--- config.mk ---
export PLATFORM = sky130hd
export DESIGN_NAME = spi_ctrl
export DESIGN_NICKNAME = d
export VERILOG_FILES = /design/src/rtl/spi_ctrl_pkg.sv /design/src/rtl/spi_sync.sv /design/src/rtl/spi_clk_div.sv /design/src/rtl/spi_engine.sv /design/src/rtl/spi_regs.sv /design/src/rtl/spi_ctrl.sv
export SDC_FILE = /design/constraint.sdc
export NUM_CORES = 1
export LEC_CHECK = 0
export BUFFER_PORTS_ARGS = -buffer_cell sky130_fd_sc_hd__buf_2
export CAP_MARGIN = 20
export CORE_MARGIN = 2
export CORE_UTILIZATION = 51
export DETAILED_ROUTE_END_ITERATION = 7
export GPL_ROUTABILITY_DRIVEN = 0
export PLACE_DENSITY_LB_ADDON = 0.05
export SLEW_MARGIN = 20
export SYNTH_ARGS = -nofsm -noshare
export SYNTH_HDL_FRONTEND = slang
export SYNTH_SLANG_ARGS = --single-unit
--- constraint.sdc ---
create_clock -name clk_i -period 1.8 [get_ports clk_i]
set_input_delay 0.18 -clock clk_i [delete_from_list [all_inputs] [get_ports clk_i]]
set_output_delay 0.18 -clock clk_i [all_outputs]
set_load 0.02 [all_outputs]
--- src/rtl/spi_ctrl_pkg.sv ---
package spi_ctrl_pkg;
  localparam int unsigned BYTE_W = 8;

  typedef enum logic [1:0] {
    REG_CTRL = 2'd0,
    REG_STAT = 2'd1,
    REG_DATA = 2'd2,
    REG_NONE = 2'd3
  } reg_addr_e;

  localparam int unsigned ST_DONE = 7;
  localparam int unsigned ST_WCOL = 6;
  localparam int unsigned ST_MODF = 4;

  typedef struct packed {
    logic irq_en;
    logic master;
    logic enable;
  } ctrl_t;
endpackage

--- src/rtl/spi_sync.sv ---
module spi_sync #(
  parameter int unsigned WIDTH = 1,
  parameter int unsigned STAGES = 2,
  parameter logic [WIDTH-1:0] RST_VAL = '0
) (
  input  logic             clk_i,
  input  logic             rst_ni,
  input  logic [WIDTH-1:0] d_i,
  output logic [WIDTH-1:0] q_o
);
  logic [STAGES-1:0][WIDTH-1:0] pipe_q;

  always_ff @(posedge clk_i or negedge rst_ni) begin
    if (!rst_ni) pipe_q <= {STAGES{RST_VAL}};
    else         pipe_q <= {pipe_q[STAGES-2:0], d_i};
  end

  assign q_o = pipe_q[STAGES-1];
endmodule

--- src/rtl/spi_clk_div.sv ---
module spi_clk_div #(
  parameter int unsigned HALF = 4
) (
  input  logic clk_i,
  input  logic rst_ni,
  input  logic run_i,
  output logic tick_o
);
  localparam int unsigned CW = (HALF > 1) ? $clog2(HALF) : 1;
  localparam logic [CW-1:0] LAST = CW'(HALF - 1);

  logic [CW-1:0] cnt_q;

  always_ff @(posedge clk_i or negedge rst_ni) begin
    if (!rst_ni)            cnt_q <= '0;
    else if (!run_i)        cnt_q <= '0;
    else if (cnt_q == LAST) cnt_q <= '0;
    else                    cnt_q <= cnt_q + 1'b1;
  end

  assign tick_o = run_i && (cnt_q == LAST);
endmodule

--- src/rtl/spi_engine.sv ---
module spi_engine
  import spi_ctrl_pkg::*;
(
  input  logic              clk_i,
  input  logic              rst_ni,
  input  logic              enable_i,
  input  logic              master_i,
  input  logic              load_i,
  input  logic [BYTE_W-1:0] load_data_i,
  input  logic              tick_i,
  input  logic              sck_s_i,
  input  logic              mosi_s_i,
  input  logic              ss_s_i,
  input  logic              miso_i,
  output logic              busy_o,
  output logic              done_o,
  output logic              modf_o,
  output logic              sel_o,
  output logic              run_o,
  output logic              sck_o,
  output logic              sdo_o,
  output logic [BYTE_W-1:0] rx_o
);
  localparam logic [3:0] LAST_BIT = 4'(BYTE_W - 1);
  localparam logic [3:0] ALL_BITS = 4'(BYTE_W);

  logic              busy_q, sck_q, sck_d_q, done_q;
  logic [3:0]        bit_cnt_q;
  logic [BYTE_W-1:0] tx_q, rx_sh_q, rx_buf_q;
  logic              s_rise, s_fall, sel;

  assign sel    = enable_i && !master_i && !ss_s_i;
  assign modf_o = enable_i && master_i && !ss_s_i;
  assign s_rise = sck_s_i && !sck_d_q;
  assign s_fall = !sck_s_i && sck_d_q;

  always_ff @(posedge clk_i or negedge rst_ni) begin
    if (!rst_ni) begin
      busy_q    <= 1'b0;
      sck_q     <= 1'b0;
      sck_d_q   <= 1'b0;
      done_q    <= 1'b0;
      bit_cnt_q <= '0;
      tx_q      <= '0;
      rx_sh_q   <= '0;
      rx_buf_q  <= '0;
    end else begin
      sck_d_q <= sck_s_i;
      done_q  <= 1'b0;
      if (!enable_i || modf_o) begin
        busy_q    <= 1'b0;
        sck_q     <= 1'b0;
        bit_cnt_q <= '0;
      end else if (master_i) begin
        if (!busy_q) begin
          if (load_i) begin
            busy_q    <= 1'b1;
            tx_q      <= load_data_i;
            bit_cnt_q <= '0;
          end
        end else if (tick_i) begin
          if (!sck_q) begin
            // rising edge: capture MISO
            sck_q     <= 1'b1;
            rx_sh_q   <= {rx_sh_q[BYTE_W-2:0], miso_i};
            bit_cnt_q <= bit_cnt_q + 1'b1;
            if (bit_cnt_q == LAST_BIT) rx_buf_q <= {rx_sh_q[BYTE_W-2:0], miso_i};
          end else begin
            // falling edge: advance MOSI
            sck_q <= 1'b0;
            tx_q  <= {tx_q[BYTE_W-2:0], 1'b0};
            if (bit_cnt_q == ALL_BITS) begin
              busy_q <= 1'b0;
              done_q <= 1'b1;
            end
          end
        end
      end else begin
        sck_q <= 1'b0;
        if (load_i) tx_q <= load_data_i;
        if (!sel) begin
          busy_q    <= 1'b0;
          bit_cnt_q <= '0;
        end else if (s_rise) begin
          rx_sh_q <= {rx_sh_q[BYTE_W-2:0], mosi_s_i};
          if (bit_cnt_q == LAST_BIT) begin
            rx_buf_q  <= {rx_sh_q[BYTE_W-2:0], mosi_s_i};
            done_q    <= 1'b1;
            busy_q    <= 1'b0;
            bit_cnt_q <= '0;
          end else begin
            busy_q    <= 1'b1;
            bit_cnt_q <= bit_cnt_q + 1'b1;
          end
        end else if (s_fall && busy_q) begin
          tx_q <= {tx_q[BYTE_W-2:0], 1'b0};
        end
      end
    end
  end

  assign busy_o = busy_q;
  assign done_o = done_q;
  assign sel_o  = sel;
  assign run_o  = busy_q && master_i && enable_i;
  assign sck_o  = sck_q;
  assign sdo_o  = tx_q[BYTE_W-1];
  assign rx_o   = rx_buf_q;
endmodule

--- src/rtl/spi_regs.sv ---
module spi_regs
  import spi_ctrl_pkg::*;
(
  input  logic              clk_i,
  input  logic              rst_ni,
  input  logic [1:0]        addr_i,
  input  logic              wr_i,
  input  logic              rd_i,
  input  logic [BYTE_W-1:0] wdata_i,
  input  logic              busy_i,
  input  logic              done_i,
  input  logic              modf_i,
  input  logic [BYTE_W-1:0] rx_i,
  output logic [BYTE_W-1:0] rdata_o,
  output logic              irq_o,
  output ctrl_t             ctrl_o,
  output logic [BYTE_W-1:0] status_o,
  output logic              load_o,
  output logic [BYTE_W-1:0] load_data_o
);
  ctrl_t ctrl_q;
  logic  done_q, wcol_q, modf_q;
  logic  wr_data, wr_ctrl, rd_stat, wcol_evt;

  assign wr_data  = wr_i && (addr_i == REG_DATA);
  assign wr_ctrl  = wr_i && (addr_i == REG_CTRL);
  assign rd_stat  = rd_i && (addr_i == REG_STAT);
  assign load_o   = wr_data && ctrl_q.enable && !busy_i;
  assign wcol_evt = wr_data && ctrl_q.enable && busy_i;

  always_ff @(posedge clk_i or negedge rst_ni) begin
    if (!rst_ni) begin
      ctrl_q <= '0;
      done_q <= 1'b0;
      wcol_q <= 1'b0;
      modf_q <= 1'b0;
    end else begin
      if (wr_ctrl) ctrl_q <= ctrl_t'(wdata_i[2:0]);
      if (modf_i)  ctrl_q.master <= 1'b0;
      // a new event outranks the clearing read
      done_q <= done_i   || (done_q && !rd_stat);
      wcol_q <= wcol_evt || (wcol_q && !rd_stat);
      modf_q <= modf_i   || (modf_q && !rd_stat);
    end
  end

  always_comb begin
    status_o          = '0;
    status_o[ST_DONE] = done_q;
    status_o[ST_WCOL] = wcol_q;
    status_o[ST_MODF] = modf_q;
  end

  always_comb begin
    rdata_o = '0;
    if (rd_i) begin
      unique case (addr_i)
        REG_CTRL: rdata_o = {5'b0, ctrl_q};
        REG_STAT: rdata_o = status_o;
        REG_DATA: rdata_o = rx_i;
        default:  rdata_o = '0;
      endcase
    end
  end

  assign irq_o       = done_q && ctrl_q.irq_en;
  assign ctrl_o      = ctrl_q;
  assign load_data_o = wdata_i;
endmodule

--- src/rtl/spi_ctrl.sv ---
module spi_ctrl
  import spi_ctrl_pkg::*;
#(
  parameter int unsigned CLK_DIV     = 8,
  parameter int unsigned SYNC_STAGES = 2
) (
  input  logic       clk_i,
  input  logic       rst_ni,
  input  logic [1:0] addr_i,
  input  logic       wr_i,
  input  logic       rd_i,
  input  logic [7:0] wdata_i,
  output logic [7:0] rdata_o,
  output logic       irq_o,
  output logic       sck_o,
  output logic       sck_oe_o,
  input  logic       sck_i,
  output logic       mosi_o,
  output logic       mosi_oe_o,
  input  logic       mosi_i,
  output logic       miso_o,
  output logic       miso_oe_o,
  input  logic       miso_i,
  input  logic       ss_ni
);
  localparam int unsigned HALF = CLK_DIV / 2;

  ctrl_t       ctrl_w;
  logic [7:0]  status_w, rx_w, load_data_w;
  logic        busy_w, done_w, modf_w, sel_w, run_w, tick_w, load_w, sdo_w;
  logic        ss_s, sck_s, mosi_s;

  spi_sync #(.WIDTH(3), .STAGES(SYNC_STAGES), .RST_VAL(3'b100)) u_sync (
    .clk_i (clk_i),
    .rst_ni(rst_ni),
    .d_i   ({ss_ni, sck_i, mosi_i}),
    .q_o   ({ss_s, sck_s, mosi_s})
  );

  spi_clk_div #(.HALF(HALF)) u_div (
    .clk_i (clk_i),
    .rst_ni(rst_ni),
    .run_i (run_w),
    .tick_o(tick_w)
  );

  spi_regs u_regs (
    .clk_i      (clk_i),
    .rst_ni     (rst_ni),
    .addr_i     (addr_i),
    .wr_i       (wr_i),
    .rd_i       (rd_i),
    .wdata_i    (wdata_i),
    .busy_i     (busy_w),
    .done_i     (done_w),
    .modf_i     (modf_w),
    .rx_i       (rx_w),
    .rdata_o    (rdata_o),
    .irq_o      (irq_o),
    .ctrl_o     (ctrl_w),
    .status_o   (status_w),
    .load_o     (load_w),
    .load_data_o(load_data_w)
  );

  spi_engine u_eng (
    .clk_i      (clk_i),
    .rst_ni     (rst_ni),
    .enable_i   (ctrl_w.enable),
    .master_i   (ctrl_w.master),
    .load_i     (load_w),
    .load_data_i(load_data_w),
    .tick_i     (tick_w),
    .sck_s_i    (sck_s),
    .mosi_s_i   (mosi_s),
    .ss_s_i     (ss_s),
    .miso_i     (miso_i),
    .busy_o     (busy_w),
    .done_o     (done_w),
    .modf_o     (modf_w),
    .sel_o      (sel_w),
    .run_o      (run_w),
    .sck_o      (sck_o),
    .sdo_o      (sdo_w),
    .rx_o       (rx_w)
  );

  assign sck_oe_o  = ctrl_w.enable && ctrl_w.master;
  assign mosi_oe_o = ctrl_w.enable && ctrl_w.master;
  assign mosi_o    = sdo_w;
  assign miso_o    = sdo_w;
  assign miso_oe_o = sel_w;
endmodule

**After elaboration in Yosys (flattened, before gate mapping)**

Cells that the tools add are included.

- Add/sub/neg operators: 2
- Equality and inequality tests: 17
- Muxes and demuxes: 61
- Bitwise gates (word level): 1
- Reduce and logical (&&, ||, !) cells: 41

Operators with widths:

| cell | number |
|---|---|
| two-way mux 8 bit | 17 |
| two-way mux 7 bit | 6 |
| two-way mux 4 bit | 9 |
| two-way mux 1 bit | 25 |
| one-hot mux 8 bit (3 select lines) | 1 |
| logical AND 1 bit | 20 |
| inequality test 4 bit (second input constant) | 2 |
| AND reduction 8 bit | 1 |
| nonzero test 2 bit | 4 |
| zero test 1 bit | 7 |
| two-way mux 2 bit | 3 |
| inequality test 2 bit (second input constant) | 3 |
| inequality test 3 bit (second input constant) | 2 |
| AND reduction 6 bit | 1 |
| adder 4 x 1 -> 4 bit (second input constant) | 1 |
| == test 2 bit (second input constant) | 2 |
| == test 4 x 3 -> 1 bit (second input constant) | 1 |
| == test 4 bit (second input constant) | 1 |
| logical OR 1 bit | 4 |
| inequality test 4 x 1 -> 1 bit (second input constant) | 1 |
| inequality test 4 x 2 -> 1 bit (second input constant) | 1 |
| AND reduction 4 bit | 1 |
| inequality test 3 x 1 -> 1 bit (second input constant) | 1 |
| inequality test 3 x 2 -> 1 bit (second input constant) | 1 |
| other kinds (7) | 7 |

- Register bits after elaboration: 45
- Input bits: 18
- Output and inout port bits: 15
- Word-level logic and storage cells: 139

**Longest topological paths before layout**

Gate-level depths: netlist of run 1.

- Depth after elaboration: 9
- Gate-level depth with buffers: 6
- Depth with buffers taken out: 6

**Cells and area by module**

Synthesis of run 1 repeated with hierarchy kept, for this count alone.

- Cells, all modules: 215
- Area, all modules: 2383.5 sq um

Modules (own cells, without submodules):

| module | instances | cells an instance | area each (sq um) | seq. area each (sq um) |
|---|---|---|---|---|
| spi_engine | 1 | 136 | 1527.7 | 775.7 |
| spi_regs | 1 | 61 | 570.5 | 150.1 |
| spi_sync | 1 | 9 | 175.2 | 152.6 |
| spi_clk_div | 1 | 6 | 88.8 | 50.0 |
| spi_ctrl | 1 | 3 | 21.3 | 0.0 |

**Worst setup path after synthesis of run 1**

No wires, ideal clock.

- Path kind: register to register
- From: register u_sync.pipe_q, in the netlist u_sync.q_o[2]
- To: register u_eng.rx_buf_q[0], in the netlist u_eng.rx_o[0]
- Setup time: 125 ps
- Arrival time: 1690 ps
- Required time: 1675 ps
- Path slack: -15 ps
- Cell stages (with the launch flop): 7
- Path buffers: 2
- Clock period less this slack: 1815 ps
- Cells stage by stage: dfstp_2 buf_6 or3b_4 o22ai_4 and2_4 buf_12 mux2_4

- Cells in the longest elaborated chain, start to end: 5
- Elaborated cells on any way between the ends: 7
- Classes of those cells: bitwise (1); reduce/logical (6)

RTL lines:

| element | RTL line | RTL |
|---|---|---|
| start: declaration | spi_sync.sv:11 | `logic [STAGES-1:0][WIDTH-1:0] pipe_q;` |
| start signal: assignment | spi_sync.sv:14 | `if (!rst_ni) pipe_q <= {STAGES{RST_VAL}};` |
| start signal: assignment | spi_sync.sv:15 | `else pipe_q <= {pipe_q[STAGES-2:0], d_i};` |
| zero test 1 bit * | spi_engine.sv:32, spi_engine.sv:33 |  |
| logical AND 1 bit | spi_engine.sv:33 | `assign modf_o = enable_i && master_i && !ss_s_i;` |
| logical OR 1 bit | spi_engine.sv:50 | `if (!enable_i \|\| modf_o) begin` |
| inverter 1 bit (no line) | n/a |  |
| AND reduction 8 bit (no line) * | n/a |  |
| end signal: assignment | spi_engine.sv:67 | `if (bit_cnt_q == LAST_BIT) rx_buf_q <= {rx_sh_q[BYTE_W-2:0], miso_i};` |
| end signal: assignment | spi_engine.sv:87 | `rx_buf_q <= {rx_sh_q[BYTE_W-2:0], mosi_s_i};` |
| end: declaration | spi_engine.sv:29 | `logic [BYTE_W-1:0] tx_q, rx_sh_q, rx_buf_q;` |

Every way passes the cells marked *; elsewhere a longest branch is shown, timed or not.
A chain may end at the register's enable or synchronous reset.

**Worst setup path in the final report of run 1**

- From: register u_eng.bit_cnt_q[0]
- To: register u_eng.bit_cnt_q[3]

- Cells in the longest elaborated chain, start to end: 6
- Elaborated cells on any way between the ends: 10
- Classes of those cells: add/sub (1); eq/ne (1); mux (8)

RTL lines:

| element | RTL line | RTL |
|---|---|---|
| start: declaration | spi_engine.sv:28 | `logic [3:0] bit_cnt_q;` |
| start signal: assignment | spi_engine.sv:66 | `bit_cnt_q <= bit_cnt_q + 1'b1;` |
| start signal: assignment | spi_engine.sv:93 | `bit_cnt_q <= bit_cnt_q + 1'b1;` |
| adder 4 x 1 -> 4 bit or == test 4 x 3 -> 1 bit (tied branches) | spi_engine.sv:66, spi_engine.sv:93, spi_engine.sv:86 |  |
| two-way mux 4 bit (on tied branches) | spi_engine.sv:86, spi_engine.sv:62 |  |
| two-way mux 4 bit (on tied branches) | spi_engine.sv:84, spi_engine.sv:61 |  |
| two-way mux 4 bit (on tied branches) | spi_engine.sv:81, spi_engine.sv:55 |  |
| two-way mux 4 bit * | spi_engine.sv:54 | `end else if (master_i) begin` |
| two-way mux 4 bit * | spi_engine.sv:50 |  |

Every way passes the cells marked *; elsewhere a longest branch is shown, timed or not. The select of a mux whose other input is x is not followed.

==> results of run 1 <==
## power groups by stage
stage               registers, mW  logic, mW  clock network [mW]
floorplan                    1.30      0.457                   0
global placement             1.32      0.609                   0
detailed placement           1.33      0.630                   0
CTS                          1.31      0.641               0.645
global route                 1.33      0.698               0.689
finish                       1.31      0.641               0.626
## cells by family after synthesis
logic type      share of synthesized area, %
flops                                  51.60
buf+inv                                4.920
fa+ha+maj                              1.716
compound gates                         13.84
mux                                    13.50
simple gates                           14.42
## final timing paths
kind                                                       end  slack (ns)  cells past startpoint                           start
worst max-delay path            u_eng.bit_cnt_q[3]$_DFFE_PN0P_        0.07                      5  u_eng.bit_cnt_q[0]$_DFFE_PN0P_
worst min-delay path                 u_eng.tx_q[0]$_DFFE_PN0P_        0.12                      2                      wdata_i[0]
worst max register to register  u_eng.bit_cnt_q[3]$_DFFE_PN0P_        0.07                      5  u_eng.bit_cnt_q[0]$_DFFE_PN0P_
worst min register to register         u_sync.q_o[1]$_DFF_PN0_        0.36                      0      u_sync.pipe_q[1]$_DFF_PN0_
max in group asynchronous            u_eng.rx_o[1]$_DFFE_PN0P_        0.90                      3                          rst_ni
min in group asynchronous            u_eng.tx_q[3]$_DFFE_PN0P_        0.31                      2                          rst_ni
## cell type report
type / instances / share of cell area, %
sequential: 45 / 44.19
multi-input combinational: 116 / 37.82
timing repair buffer: 46 / 10.78
clock buffer: 5 / 2.695
tap: 50 / 2.450
inverter: 8 / 1.176
clock inverter: 3 / 0.8819
## through the flow
| step | utilization, % | total power, mW | setup slack, ns | instance area (µm²) | hold slack, ns |
|---|---|---|---|---|---|
| 6_report | 62.94 | 2.578 | 0.07172 | 2554 | 0.1222 |
| 2_1_floorplan | - | 1.755 | 0.01247 | 2187 | -0.1156 |
| 4_1_cts | 62.57 | 2.598 | 0.06599 | 2539 | 0.1175 |
| 3_3_place_gp | 59.33 | 1.929 | 0.1281 | 2407 | 0.09388 |
| 3_5_place_dp | 59.33 | 1.963 | 0.07138 | 2407 | 0.1033 |
| 5_1_grt | 62.94 | 2.721 | 0.005951 | 2554 | 0.1230 |
## state kept, by name, summed over array words and instances (netlist names)
name / count
u_eng.busy_o: 1
u_eng.bit_cnt_q: 4
u_eng.tx_q: 8
u_regs.done_q: 1
u_eng.rx_sh_q: 7
u_eng.done_o: 1
u_regs.modf_q: 1
u_regs.ctrl_o: 3
u_div.cnt_q: 2
u_sync.pipe_q: 3
u_eng.rx_o: 8
u_eng.sck_o: 1
u_eng.sck_d_q: 1
u_regs.wcol_q: 1
u_sync.q_o: 3
## synthesized netlist by cell type, drive strengths merged (4+ instances only)
cell type / count
nor2: 11
a22oi: 4
mux2: 20
a32oi: 6
o21ai: 4
mux2i: 4
o2bb2ai: 8
buf: 7
nor2b: 6
dfrtp: 43
inv: 8
nand2: 9
and3: 4
## routing by layer
| metal | track usage (%) | up-vias | part of all wire [%] |
|---|---|---|---|
| met1 | 25.95 | 757 | 48 |
| met2 | 30.45 | 35 | 46 |
| met4 | 6.536 | 0 | 1.2 |
| met5 | 0 | - | 0 |
| li1 | - | 740 | - |
| met3 | 4.797 | 5 | 4.4 |
## critical path: stages (launching register included)
cell	delay, ns
sky130_fd_sc_hd__dfrtp_1	0.43
sky130_fd_sc_hd__ha_1	0.24
sky130_fd_sc_hd__and3b_1	0.23
sky130_fd_sc_hd__o21ba_2	0.25
sky130_fd_sc_hd__or3b_1	0.36
sky130_fd_sc_hd__o2bb2ai_1	0.14
## repair_timing
action                                  in CTS  in global routing
hold buffers                                 4                  0
endpoints found under the setup margin       0                  2
gates resized for setup                      0                  3
hold endpoints to repair                    14                  0
==> metrics.txt, run 1 <==
# TYPE chip_impl_metric gauge
chip_impl_info{name="run_status",value="complete, no violations"} 1
chip_impl_metric{name="vias",unit=""} 1537
chip_impl_metric{name="synthDominantCellAreaShare",unit="%"} 49.20
chip_impl_metric{name="grt.total_usage",unit="%"} 19.26
chip_impl_metric{name="placed_cells_incl_taps",unit=""} 261
chip_impl_metric{name="fillerInstances",unit=""} 318
chip_impl_metric{name="cts.repair_timing.setup_buffer_count",unit=""} 0
chip_impl_info{name="tritoncts",value="done"} 1
chip_impl_metric{name="wl",unit="µm"} 4473
chip_impl_info{name="yosys.area.top_type",value="sky130_fd_sc_hd__dfrtp_1"} 1
chip_impl_metric{name="timing.critical_path.required",unit="ns"} 2.03
chip_impl_metric{name="async_reset_ff_share",unit="%"} 100.0
chip_impl_metric{name="syn-instance-count",unit=""} 178
chip_impl_metric{name="seq_power_share",unit="%"} 50.9
chip_impl_metric{name="max-clock-path-buffers",unit=""} 2
chip_impl_info{name="path_class",value="flip-flop to flip-flop"} 1
chip_impl_metric{name="area.sequential",unit="µm²"} 1129
chip_impl_metric{name="slew-limit-headroom",unit="%"} 62.90
chip_impl_metric{name="fp-row-count",unit=""} 23
chip_impl_metric{name="multiInputGateArea",unit="µm²"} 965.9
chip_impl_metric{name="critPathMaxFanout",unit=""} 5
chip_impl_metric{name="tritoncts_buffer_count",unit=""} 5
chip_impl_metric{name="power_density",unit="nW/µm²"} 1010
chip_impl_metric{name="number_of_pins_exceeding_their_max_slew_limit_in_the_final_report",unit=""} 0
chip_impl_info{name="holdCritPathClass",value="primary input to flip-flop"} 1
chip_impl_metric{name="ios",unit=""} 33
chip_impl_metric{name="drc",unit=""} 0
chip_impl_metric{name="post_synth_num_cell_types",unit=""} 47
chip_impl_metric{name="internal_power_contribution",unit="mW"} 1.755
chip_impl_metric{name="post-dp-hpwl",unit="µm"} 3414
chip_impl_metric{name="insertedDiodeCount",unit=""} 0
chip_impl_metric{name="via_count_of_the_first_global_routing_pass",unit=""} 1553
chip_impl_metric{name="number_of_enable_type_register_cells_in_the_synthesized_netlist",unit=""} 0
chip_impl_metric{name="cts.reportedPaths.clkPinSlew",unit="ns"} 0.09
chip_impl_metric{name="post-route-period-util",unit="%"} 96.02
chip_impl_metric{name="antenna_violations_before_repair",unit=""} 0
chip_impl_metric{name="power.switching",unit="mW"} 0.8229
chip_impl_info{name="commonest_non_fill_non_tap_cell_in_the_layout",value="sky130_fd_sc_hd__dfrtp_1"} 1
chip_impl_metric{name="detail_route.iter0.violations",unit=""} 30
chip_impl_metric{name="post_route_cells_drive_above_1_share",unit="%"} 38.12
chip_impl_info{name="post_synth_main_area_contributors",value="sky130_fd_sc_hd__dfrtp_1, sky130_fd_sc_hd__mux2_2, sky130_fd_sc_hd__mux2_4"} 1
chip_impl_info{name="synth-main-ff-cell",value="sky130_fd_sc_hd__dfrtp_1"} 1
chip_impl_metric{name="syn-mean-instance-area",unit="µm²"} 12.29
chip_impl_metric{name="synthesis.area",unit="µm²"} 2187
chip_impl_metric{name="synth_seq_area_share",unit="%"} 51.60
chip_impl_metric{name="area_delta_synth_final",unit="%"} 16.76
chip_impl_metric{name="grt_first_pass_wirelength",unit="µm"} 7362
chip_impl_metric{name="core_region_area",unit="µm²"} 4058
chip_impl_metric{name="clock_power_share",unit="%"} 24.3
chip_impl_metric{name="tns",unit="ns"} 0
chip_impl_metric{name="setup_failing_eps_final",unit=""} 0
chip_impl_metric{name="postSynthRegisterBits",unit=""} 45
chip_impl_metric{name="routedWlPerCell",unit="µm"} 16.38
chip_impl_metric{name="port-buffer-count",unit=""} 32
chip_impl_info{name="layout.cells.most_common_list",value="sky130_fd_sc_hd__dfrtp_1, sky130_fd_sc_hd__buf_2, sky130_fd_sc_hd__mux2_2"} 1
chip_impl_metric{name="yosys_warnings",unit=""} 0
chip_impl_metric{name="starting_utilization_of_the_core_area",unit="%"} 53.90
chip_impl_metric{name="worst_slew_pin_slew",unit="ns"} 0.5554
chip_impl_metric{name="layout.cells.non_filler",unit=""} 273
chip_impl_metric{name="p_sw_share",unit="%"} 31.92
chip_impl_info{name="setup_repair_after_global_routing_missed_its_margin",value="false"} 1
chip_impl_metric{name="via_per_inst",unit=""} 5.630
chip_impl_metric{name="min_period",unit="ns"} 1.728
chip_impl_metric{name="synth_nets",unit=""} 199
chip_impl_metric{name="route.antenna.remaining_nets",unit=""} 0
chip_impl_metric{name="cts_max_level",unit=""} 2
chip_impl_metric{name="clock.fmax",unit="MHz"} 578.6
chip_impl_metric{name="comb_power_share",unit="%"} 24.9
chip_impl_metric{name="dieHeight",unit="µm"} 69.49
chip_impl_metric{name="worst_ir_drop_on_vdd",unit="V"} 0.0005985
chip_impl_metric{name="drt-pass1-iter-count",unit=""} 4
chip_impl_metric{name="nets",unit=""} 243
chip_impl_metric{name="clock-skew-final",unit="ns"} 0.005862
chip_impl_metric{name="cap_violations",unit=""} 0
chip_impl_metric{name="timing.critical_path.arrival",unit="ns"} 1.95
chip_impl_info{name="worstSetupStartpointType",value="flip-flop"} 1
chip_impl_metric{name="floorplan.die.width",unit="µm"} 69.49
chip_impl_metric{name="grt_max_degree",unit=""} 21
chip_impl_info{name="clock-root-buffer",value="sky130_fd_sc_hd__clkbuf_8"} 1
chip_impl_metric{name="clk-insertion-delay-late",unit="ns"} 0.30
chip_impl_metric{name="clock_sink_count",unit=""} 45
chip_impl_metric{name="overflow",unit=""} 0
chip_impl_metric{name="design.die.area",unit="µm²"} 4828
chip_impl_info{name="end_kind",value="flip-flop"} 1
chip_impl_metric{name="final-hold-violation-count",unit=""} 0
chip_impl_metric{name="power.leakage",unit="nW"} 1.207
Power figures use the tool's default switching activity.
==> run 2, diff against run 1 <==
CORE_UTILIZATION = 60   (was 51)
CTS_CLUSTER_SIZE = 10   (was not set)
clock period = 2 ns   (was 1.8 ns; I/O delays follow)
==> metrics.txt, run 2 (same netlist as run 1, synthesis figures left out) <==
# TYPE chip_impl_metric gauge
chip_impl_info{name="run_status",value="complete, no violations"} 1
chip_impl_metric{name="core_region_area",unit="µm²"} 3416
chip_impl_metric{name="clock-skew-final",unit="ns"} 0.01119
chip_impl_metric{name="min_period",unit="ns"} 1.779
chip_impl_metric{name="fp-row-count",unit=""} 21
chip_impl_metric{name="placed_cells_incl_taps",unit=""} 253
chip_impl_metric{name="vias",unit=""} 1514
chip_impl_info{name="worstSetupStartpointType",value="flip-flop"} 1
chip_impl_info{name="path_class",value="flip-flop to flip-flop"} 1
chip_impl_info{name="grt_most_used_layer",value="met2"} 1
chip_impl_metric{name="post-dp-hpwl",unit="µm"} 3014
chip_impl_info{name="tritoncts",value="done"} 1
chip_impl_metric{name="cts.reportedPaths.clkPinSlew",unit="ns"} 0.13
chip_impl_metric{name="antenna_violations_before_repair",unit=""} 0
chip_impl_metric{name="grt.total_usage",unit="%"} 22.16
chip_impl_metric{name="route.antenna.remaining_nets",unit=""} 0
chip_impl_metric{name="via_per_inst",unit=""} 5.713
chip_impl_metric{name="max-clock-path-buffers",unit=""} 2
chip_impl_metric{name="worst_slew_pin_slew",unit="ns"} 0.5727
chip_impl_info{name="startpoint_of_the_worst_slack_reg_to_reg_timing_path",value="u_eng.bit_cnt_q[0]$_DFFE_PN0P_"} 1
chip_impl_metric{name="worst_ir_drop_on_vdd",unit="V"} 0.0007754
chip_impl_metric{name="grtUsageMet2",unit="%"} 34.11
chip_impl_metric{name="clock_sink_count",unit=""} 45
chip_impl_info{name="timing_startpoint_of_the_critical_path",value="u_eng.bit_cnt_q[0]$_DFFE_PN0P_"} 1
chip_impl_info{name="critPathTopFamily",value="simple AND/OR/NAND/NOR gates"} 1
chip_impl_metric{name="grt_max_degree",unit=""} 46
chip_impl_metric{name="cts_max_level",unit=""} 2
chip_impl_info{name="critPathCapture",value="u_eng.bit_cnt_q[3]$_DFFE_PN0P_"} 1
chip_impl_metric{name="power.leakage",unit="nW"} 1.199
chip_impl_info{name="layout.cells.most_common_list",value="sky130_fd_sc_hd__dfrtp_1, sky130_fd_sc_hd__buf_2, sky130_fd_sc_hd__mux2_2"} 1
chip_impl_metric{name="critPathMaxFanout",unit=""} 5
chip_impl_info{name="worstPathCellList",value="ha_1, and3b_1, o21ba_2, or3b_1, o2bb2ai_1"} 1
chip_impl_metric{name="area_delta_synth_final",unit="%"} 14.19
chip_impl_metric{name="nets",unit=""} 239
chip_impl_metric{name="grt_first_pass_wirelength",unit="µm"} 7003
chip_impl_metric{name="tritoncts_buffer_count",unit=""} 5
chip_impl_info{name="holdCritPathClass",value="primary input to flip-flop"} 1
chip_impl_metric{name="insertedDiodeCount",unit=""} 0
chip_impl_metric{name="power_density",unit="nW/µm²"} 926.4
chip_impl_metric{name="port-buffer-count",unit=""} 32
chip_impl_metric{name="floorplan.die.width",unit="µm"} 64.38
chip_impl_metric{name="ios",unit=""} 33
chip_impl_metric{name="worstHoldPathCells",unit=""} 2
chip_impl_info{name="end_kind",value="flip-flop"} 1
chip_impl_metric{name="clk-insertion-delay-late",unit="ns"} 0.36
chip_impl_metric{name="grt_util_met3",unit="%"} 6.338
chip_impl_info{name="regToRegEndpoint",value="u_eng.bit_cnt_q[3]$_DFFE_PN0P_"} 1
chip_impl_metric{name="design.die.area",unit="µm²"} 4144
chip_impl_metric{name="cp_num_cells",unit=""} 5
chip_impl_metric{name="wl",unit="µm"} 4079
chip_impl_metric{name="hold_slack",unit="ns"} 0.07054
chip_impl_metric{name="overflow",unit=""} 0
chip_impl_info{name="clock-root-buffer",value="sky130_fd_sc_hd__clkbuf_4"} 1
chip_impl_metric{name="placed_cell_area",unit="µm²"} 2372
chip_impl_metric{name="timing.critical_path.required",unit="ns"} 2.29
chip_impl_metric{name="tns",unit="ns"} 0
chip_impl_info{name="worstHoldStart",value="wdata_i[0]"} 1
chip_impl_metric{name="post-route-cell-area",unit="µm²"} 2497
chip_impl_metric{name="critical_path.max_stage_delay",unit="ns"} 0.44
chip_impl_metric{name="postCtsResizedCells",unit=""} 0
chip_impl_info{name="setup_repair_after_global_routing_missed_its_margin",value="false"} 1
chip_impl_metric{name="worst-r2r-setup-slack",unit="ns"} 0.22
chip_impl_metric{name="fin_util",unit="%"} 73.11
chip_impl_metric{name="finalPower",unit="mW"} 2.314
chip_impl_metric{name="layout.cells.non_filler",unit=""} 265
chip_impl_metric{name="worst_r2r_path_cells",unit=""} 5
chip_impl_metric{name="post_route_cells_drive_above_1_share",unit="%"} 35.62
chip_impl_metric{name="final-hold-violation-count",unit=""} 0
chip_impl_metric{name="setup_failing_eps_final",unit=""} 0
chip_impl_metric{name="clock.fmax",unit="MHz"} 562.0
chip_impl_metric{name="number_of_pins_exceeding_their_max_slew_limit_in_the_final_report",unit=""} 0
chip_impl_metric{name="slew-limit-headroom",unit="%"} 61.74
chip_impl_metric{name="starting_utilization_of_the_core_area",unit="%"} 64.03
chip_impl_metric{name="via_count_of_the_first_global_routing_pass",unit=""} 1479
chip_impl_metric{name="dpl_worst_slack",unit="ns"} 0.2632
chip_impl_metric{name="routedWlPerCell",unit="µm"} 15.39
chip_impl_metric{name="dieHeight",unit="µm"} 64.38
chip_impl_metric{name="fin_ws",unit="ns"} 0.2205
chip_impl_metric{name="drt-pass1-iter-count",unit=""} 4
chip_impl_metric{name="crit_buf_inv",unit=""} 0
chip_impl_metric{name="detail_route.iter0.violations",unit=""} 73
chip_impl_metric{name="timing.critical_path.arrival",unit="ns"} 2.07
chip_impl_metric{name="drc",unit=""} 0
chip_impl_metric{name="cap_violations",unit=""} 0
chip_impl_info{name="commonest_non_fill_non_tap_cell_in_the_layout",value="sky130_fd_sc_hd__dfrtp_1"} 1
chip_impl_metric{name="post-route-period-util",unit="%"} 88.97
chip_impl_info{name="worst_path_max_delay_cell",value="sky130_fd_sc_hd__dfrtp_1"} 1
chip_impl_metric{name="grtUsageMet1",unit="%"} 31.24
[run 2: changes by cell type in the layout (fill, tap and decap cells not counted), moves of 3 or more]
cell	before	now
sky130_fd_sc_hd__clkbuf_8	5	1
sky130_fd_sc_hd__clkbuf_4	0	5
sky130_fd_sc_hd__buf_4	10	6
sky130_fd_sc_hd__clkinvlp_4	3	0
[run 2: power breakdown]
part | internal (mW) | switching [mW] | leakage (nW)
clock network | 0.299 | 0.284 | 0.0455
logic | 0.259 | 0.300 | 0.565
registers | 1.06 | 0.108 | 0.588
[run 2: worst reg2reg max path, stage by stage (launching register included)]
cell	delay, ns
sky130_fd_sc_hd__dfrtp_1	0.44
sky130_fd_sc_hd__ha_1	0.25
sky130_fd_sc_hd__and3b_1	0.24
sky130_fd_sc_hd__o21ba_2	0.25
sky130_fd_sc_hd__or3b_1	0.37
sky130_fd_sc_hd__o2bb2ai_1	0.17
[run 2: repair_timing]
action | CTS | global route
hold endpoints to repair | 46 | 0
hold buffers | 4 | 0
setup buffers | 0 | 0
[run 2: worst min path at each step]
stage                                         to  slack, ns
floorplan               u_div.cnt_q[0]$_DFF_PN0_       -0.1
global placement       u_eng.tx_q[7]$_DFFE_PN0P_       0.30
detailed placement     u_eng.tx_q[7]$_DFFE_PN0P_       0.31
CTS                    u_eng.tx_q[0]$_DFFE_PN0P_       0.07
global route        u_regs.ctrl_o[2]$_DFFE_PN0P_       0.06
finish                 u_eng.tx_q[0]$_DFFE_PN0P_       0.07
[run 2: routing by layer]
layer,vias to the layer above,share of wire (%)
met5,-,0
met4,0,1.1
met3,6,3.1
met2,29,47
met1,757,49
li1,722,-
[run 2: cell type report]
type	instances	area, µm²
flip-flops and latches	45	1129
multi-input cells	116	950.9
inverters	8	30.03
clock inverters	1	30.03
well taps	46	57.56
repair buffers	42	245.2
clock buffers	7	55.05
fillers	260	918.4
